--- src/rtl/wsort_pkg.sv ---
package wsort_pkg;

    typedef enum logic [1:0] {
        ST_EMPTY = 2'd0,
        ST_FILL  = 2'd1,
        ST_FULL  = 2'd2
    } wsort_state_e;

    function automatic int age_width(input int depth);
        return (depth > 1) ? $clog2(depth) : 1;
    endfunction

endpackage

--- src/rtl/wsort_insert_cell.sv ---
// One insert slot: keeps its entry, takes the new pixel, or takes the entry below.
module wsort_insert_cell #(
    parameter int PW = 8,
    parameter int AW = 4
) (
    input  logic          is_bottom,
    input  logic [PW-1:0] pix,
    input  logic          self_occ,
    input  logic [PW-1:0] self_val,
    input  logic [AW-1:0] self_age,
    input  logic          self_ret,
    input  logic          low_occ,
    input  logic [PW-1:0] low_val,
    input  logic [AW-1:0] low_age,
    input  logic          low_ret,
    output logic          o_occ,
    output logic [PW-1:0] o_val,
    output logic [AW-1:0] o_age,
    output logic          o_ret
);
    logic stay;
    logic low_stays;

    always_comb begin
        // equal entries stay below the newcomer
        stay      = self_occ && (pix >= self_val);
        low_stays = is_bottom || (low_occ && (pix >= low_val));
        if (stay) begin
            o_occ = 1'b1;
            o_val = self_val;
            o_age = self_age + AW'(1);
            o_ret = self_ret;
        end else if (low_stays) begin
            o_occ = 1'b1;
            o_val = pix;
            o_age = '0;
            o_ret = 1'b0;
        end else begin
            o_occ = low_occ;
            o_val = low_val;
            o_age = low_age + AW'(1);
            o_ret = low_ret;
        end
    end
endmodule

--- src/rtl/wsort_compact.sv ---
// Closes the hole left by the retiring entry: slots at or above it take the slot above.
module wsort_compact #(
    parameter int N  = 9,
    parameter int PW = 8,
    parameter int AW = 4
) (
    input  logic [N:0]          ext_occ,
    input  logic [N:0][PW-1:0]  ext_val,
    input  logic [N:0][AW-1:0]  ext_age,
    input  logic [N:0]          ext_ret,
    output logic [N-1:0]        c_occ,
    output logic [N-1:0][PW-1:0] c_val,
    output logic [N-1:0][AW-1:0] c_age,
    output logic                dropped
);
    logic [N:0] gone;

    assign gone[0] = ext_ret[0];
    for (genvar g = 1; g <= N; g++) begin : g_prefix
        assign gone[g] = gone[g-1] | ext_ret[g];
    end
    assign dropped = gone[N];

    for (genvar n = 0; n < N; n++) begin : g_slot
        assign c_occ[n] = gone[n] ? ext_occ[n+1] : ext_occ[n];
        assign c_val[n] = gone[n] ? ext_val[n+1] : ext_val[n];
        assign c_age[n] = gone[n] ? ext_age[n+1] : ext_age[n];
    end
endmodule

--- src/rtl/win_sorter.sv ---
module win_sorter #(
    parameter int N  = 9,
    parameter int PW = 8
) (
    input  logic            clk,
    input  logic            rst_n,
    input  logic            en,
    input  logic            in_valid,
    input  logic [PW-1:0]   in_pix,
    output logic [N*PW-1:0] sorted_o,
    output logic [PW-1:0]   min_o,
    output logic [PW-1:0]   max_o,
    output logic [PW-1:0]   med_o,
    output logic            win_valid_o
);
    import wsort_pkg::*;

    localparam int AW   = age_width(N);
    localparam int CW   = $clog2(N + 1);
    localparam int MIDX = (N - 1) / 2;

    wsort_state_e state_q, state_d;
    logic [CW-1:0] fill_q;

    logic [N-1:0]         occ_q;
    logic [N-1:0][PW-1:0] val_q;
    logic [N-1:0][AW-1:0] age_q;
    logic [N-1:0]         ret_now;

    logic [N:0]          ext_occ;
    logic [N:0][PW-1:0]  ext_val;
    logic [N:0][AW-1:0]  ext_age;
    logic [N:0]          ext_ret;

    logic [N-1:0]         nxt_occ;
    logic [N-1:0][PW-1:0] nxt_val;
    logic [N-1:0][AW-1:0] nxt_age;
    logic                 dropped;

    logic accept;
    assign accept = en && in_valid;

    for (genvar n = 0; n < N; n++) begin : g_ret
        assign ret_now[n] = occ_q[n] && (age_q[n] == AW'(N - 1));
    end

    // insert stage: N slots plus one overflow slot above the top
    for (genvar n = 0; n <= N; n++) begin : g_ins
        if (n == 0) begin : g_bot
            wsort_insert_cell #(.PW(PW), .AW(AW)) u_cell (
                .is_bottom (1'b1),     .pix      (in_pix),
                .self_occ  (occ_q[0]), .self_val (val_q[0]),
                .self_age  (age_q[0]), .self_ret (ret_now[0]),
                .low_occ   (1'b0),     .low_val  ('0),
                .low_age   ('0),       .low_ret  (1'b0),
                .o_occ     (ext_occ[0]), .o_val  (ext_val[0]),
                .o_age     (ext_age[0]), .o_ret  (ext_ret[0])
            );
        end else if (n == N) begin : g_ovf
            wsort_insert_cell #(.PW(PW), .AW(AW)) u_cell (
                .is_bottom (1'b0),       .pix      (in_pix),
                .self_occ  (1'b0),       .self_val ('0),
                .self_age  ('0),         .self_ret (1'b0),
                .low_occ   (occ_q[n-1]), .low_val  (val_q[n-1]),
                .low_age   (age_q[n-1]), .low_ret  (ret_now[n-1]),
                .o_occ     (ext_occ[n]), .o_val    (ext_val[n]),
                .o_age     (ext_age[n]), .o_ret    (ext_ret[n])
            );
        end else begin : g_mid
            wsort_insert_cell #(.PW(PW), .AW(AW)) u_cell (
                .is_bottom (1'b0),       .pix      (in_pix),
                .self_occ  (occ_q[n]),   .self_val (val_q[n]),
                .self_age  (age_q[n]),   .self_ret (ret_now[n]),
                .low_occ   (occ_q[n-1]), .low_val  (val_q[n-1]),
                .low_age   (age_q[n-1]), .low_ret  (ret_now[n-1]),
                .o_occ     (ext_occ[n]), .o_val    (ext_val[n]),
                .o_age     (ext_age[n]), .o_ret    (ext_ret[n])
            );
        end
    end

    wsort_compact #(.N(N), .PW(PW), .AW(AW)) u_compact (
        .ext_occ (ext_occ), .ext_val (ext_val),
        .ext_age (ext_age), .ext_ret (ext_ret),
        .c_occ   (nxt_occ), .c_val   (nxt_val),
        .c_age   (nxt_age), .dropped (dropped)
    );

    // fill controller: state register
    always_ff @(posedge clk or negedge rst_n) begin
        if (!rst_n) begin
            state_q <= ST_EMPTY;
            fill_q  <= '0;
        end else begin
            state_q <= state_d;
            if (accept && !dropped)
                fill_q <= fill_q + CW'(1);
        end
    end

    always_comb begin
        state_d = state_q;
        unique case (state_q)
            ST_EMPTY: if (accept) state_d = (N == 1) ? ST_FULL : ST_FILL;
            ST_FILL:  if (accept && (fill_q == CW'(N - 1))) state_d = ST_FULL;
            ST_FULL:  state_d = ST_FULL;
            default:  state_d = ST_EMPTY;
        endcase
    end

    // cell array
    always_ff @(posedge clk or negedge rst_n) begin
        if (!rst_n) begin
            occ_q <= '0;
            val_q <= '0;
            age_q <= '0;
        end else if (accept) begin
            occ_q <= nxt_occ;
            val_q <= nxt_val;
            age_q <= nxt_age;
        end
    end

    // outputs
    always_comb begin
        win_valid_o = (state_q == ST_FULL);
        for (int i = 0; i < N; i++)
            sorted_o[i*PW +: PW] = val_q[i];
        min_o = val_q[0];
        max_o = val_q[N-1];
        med_o = val_q[MIDX];
    end
endmodule

--- config.mk ---
export PLATFORM = sky130hd
export DESIGN_NAME = win_sorter
export DESIGN_NICKNAME = d
export VERILOG_FILES = /design/src/rtl/wsort_pkg.sv /design/src/rtl/wsort_insert_cell.sv /design/src/rtl/wsort_compact.sv /design/src/rtl/win_sorter.sv
export SDC_FILE = /design/constraint.sdc
export NUM_CORES = 1
export LEC_CHECK = 0
export BUFFER_PORTS_ARGS = -buffer_cell sky130_fd_sc_hd__buf_2
export CORE_MARGIN = 4
export CORE_UTILIZATION = 42
export CTS_BUF_LIST = sky130_fd_sc_hd__clkbuf_4
export CTS_CLUSTER_DIAMETER = 30
export DETAILED_ROUTE_END_ITERATION = 7
export GPL_TIMING_DRIVEN = 0
export MAX_ROUTING_LAYER = met4
export PLACE_DENSITY = 0.7
export SLEW_MARGIN = 15
export SYNTH_ARGS = -nofsm -noshare
export SYNTH_HDL_FRONTEND = slang
export SYNTH_SLANG_ARGS = --single-unit
--- constraint.sdc ---
create_clock -name clk -period 9.26 [get_ports clk]
set_clock_uncertainty 0.2 [all_clocks]
set_input_delay 0.463 -clock clk [delete_from_list [all_inputs] [get_ports clk]]
set_output_delay 0.463 -clock clk [all_outputs]
set_load 0.02 [all_outputs]
==> impl_metrics.tcl <==
set metrics [dict create \
    syn_area_mm2 0.0102 \
    start_util 0.430 \
    setup_ws_ns 4.61 \
    min_path_type "in2async" \
    worstPathArrival_ns 4.93 \
    fin_crit_ns 4.65 \
    clkTransAtPathRegs_ns 0.13 \
    synthFlopType "dfrtp_1" \
    grt_pass1_vias 9738 \
    synth_top_family_by_area "compound AO/OA/AOI/OAI gates" \
    startpoint "in_pix[0]" \
    clk_latency_ns 0.59 \
    final_net_count 1504 \
    synth_xor_area_frac 0.0181 \
    synth_top_area_share 0.302 \
    wl_per_cell_um 21.6 \
    cts_resized 0 \
    synth_warnings 0 \
    rows 56 \
    switching_share 0.556 \
    start_kind "input port" \
    powerDensity_mw_per_mm2 414 \
    drive_above_1_share 0.145 \
    clkPwrFrac 0.076 \
    synth_edf_count 0 \
    busiest_layer "met2" \
    ir_worst_vdd_mv 0.150 \
    place_inst 1696 \
    synth_nets 1376 \
    required_ns 9.54 \
    synth-compound-area-share 0.227 \
    cts_setup_buffers 0 \
    place_hpwl_mm 27.3 \
    async_reset_ff_frac 1.00 \
    antenna_found_initial 1 \
    grtUsageTotal 0.287 \
    place_congestion 0.975 \
    slowest_delay_ns 0.66 \
    avgSynthCellArea_um2 8.02 \
    htreeDepth 4 \
    grt-ovfl-total 0 \
    comb_power_share 0.689 \
    dp_slack_ns 4.16 \
    synth.area.top_cells "dfrtp_1, ha_1, nand2_1" \
    drc_errors 0 \
    fin_crit_sh 0.502 \
    die-height_um 164 \
    power_frac_seq 0.235 \
    r2r_start "sorted_o[40]$_DFFE_PN0P_" \
    cp_max_fo 11 \
    yosysMostFrequentCell "nand2_1" \
    cts_hold_buf 1 \
    core_area_mm2 0.0237 \
    synth-simple-area-share 0.184 \
    yosys-top-cells-count "nand2_1, dfrtp_1, nor2_1" \
    crit_buf_inv 4 \
    synthMuxAreaShare 0.0644 \
    max_cap_violations 0 \
    grtUsageMet3 0.0705 \
    ant_nets 0 \
    cts_tree "done" \
    cp_top_family "buffers and inverters" \
    cp_common_cell "clkbuf_1" \
    first_pass_iters 6 \
    cts.path.max_buffers 2 \
    use_met1 0.393 \
    fp.dieW_um 164 \
    ys_types 74 \
    vias 10300 \
    die_area_mm2 0.0268 \
    slew_headroom 0.327 \
    intPower_mw 2.10 \
    cts-root-buf "clkbuf_4" \
    met2_usage 0.411 \
    end_kind "flip-flop" \
    ys_ff_latch 123 \
    p_switching_mw 2.63 \
    finalNonFillerCells 1729 \
    crit_chain "clkbuf_1 -> inv_1 -> ha_1 -> nand2b_1 -> a2111oi_1 -> o21bai_1 -> nand2_1 -> buf_2 -> clkbuf_1 -> a31oi_1 -> mux2i_1 -> o21ai_0" \
    grt_start_max_net_pins 80 \
    final-setup-viol-count 0 \
    cts_buffers 17 \
    cpMaxStageDelayCell "clkbuf_1" \
    p_leak_nw 5.38 \
    p_total_mw 4.73 \
    routed_wl_mm 37.4 \
    timing.final.max_slew_violations 0 \
    outcome "finished, final reports clean" \
    timing.fmax_mhz 215 \
    rsz0062_at_grt "false" \
    grt_pass1_wl_mm 57.4 \
    routed_via_density 5.96 \
    synth-adder-area-share 0.117 \
    io_pins 109 \
    drt_iter0_drc 1245 \
    synth_largest_area_cell "dfrtp_1" \
    path_class "in2reg" \
    setup_tns_ns 0 \
    tightest_slew_ns 1.01 \
    clock_sinks 123 \
    port_buffers 107 \
    synthToLayoutAreaGrowth_pct 12.0 \
    hold_violations 0 \
    syn_inst 1269 \
    synth_seq_area_share 0.302 \
]
-- path summary, 6_finish.rpt --
kind                                             to  slack (ns)  cells past startpoint
max                            med_o[6]$_DFFE_PN0P_        4.61                     12
min                           age_q[28]$_DFFE_PN0P_        0.18                      2
max reg2reg                    med_o[6]$_DFFE_PN0P_        5.50                     10
min reg2reg                   fill_q[3]$_DFFE_PN0P_        0.28                      1
max in group asynchronous  sorted_o[12]$_DFFE_PN0P_        7.93                      3
min in group clk              fill_q[3]$_DFFE_PN0P_        0.28                      1
-- metrics by stage --
stage	utilization	area, µm²	hold slack, ns
final	0.482	11400	0.177
after global routing	0.482	11400	0.188
after CTS	0.481	11400	0.177
after detailed placement	0.471	11200	0.235
after global placement	0.469	11100	0.260
after floorplan	-	10200	-0.0326
-- power by group through the flow --
| stage | registers, mW | clock network [mW] | logic [mW] |
|---|---|---|---|
| finish | 1.11 | 0.357 | 3.26 |
| global route | 1.14 | 0.386 | 3.58 |
| CTS | 1.10 | 0.362 | 3.21 |
| detailed placement | 1.11 | 0 | 3.19 |
| global placement | 1.11 | 0 | 3.14 |
| floorplan | 1.16 | 0 | 2.15 |
-- final cells by class --
cell class / count / area [µm²]
clock buffer: 18 / 135
fill: 2377 / 12300
multi-input combinational: 942 / 6210
antenna: 1 / 2.50
buffer: 105 / 519
timing repair buffer: 109 / 579
clock inverter: 13 / 104
inverter: 99 / 372
tap: 319 / 399
sequential: 123 / 3080
-- sequential cells by signal (all words and copies together), names as in the netlist --
register / count
med_o: 8
fill_q: 4
max_o: 8
occ_q: 9
state_q: 2
age_q: 36
sorted_o: 48
min_o: 8
-- kinds of logic (layout without fill, tap and decap cells) --
family / count (synthesis) / in the layout
flops: 123 / 123
buf+inv: 204 / 344
compound gates: 329 / 329
fa+ha+maj: 95 / 95
xor+xnor: 21 / 21
mux: 64 / 64
other cells: 0 / 1
simple gates: 433 / 433
-- metal layers --
layer	up-vias	routed length (µm)
met5	-	0
met4	0	1520
met3	106	3880
met2	572	15800
met1	4862	16200
li1	4757	-
-- layout by cell type (no fill, tap or decap), types with 9 or more instances in the layout --
cell type / n
o21ai_0: 86
a211oi_1: 19
xnor2_1: 10
o22ai_1: 10
a31oi_1: 44
o211ai_1: 9
a21oi_1: 35
nand2_1: 235
inv_1: 99
nand2b_1: 17
mux2i_1: 55
nor2_1: 101
dfrtp_1: 123
buf_4: 25
clkbuf_4: 18
nand3_1: 32
clkbuf_1: 57
a22oi_1: 9
o221ai_1: 29
ha_1: 95
xor2_1: 11
a21o_1: 11
buf_2: 119
Note: power is estimated with default switching activity, not from simulation.
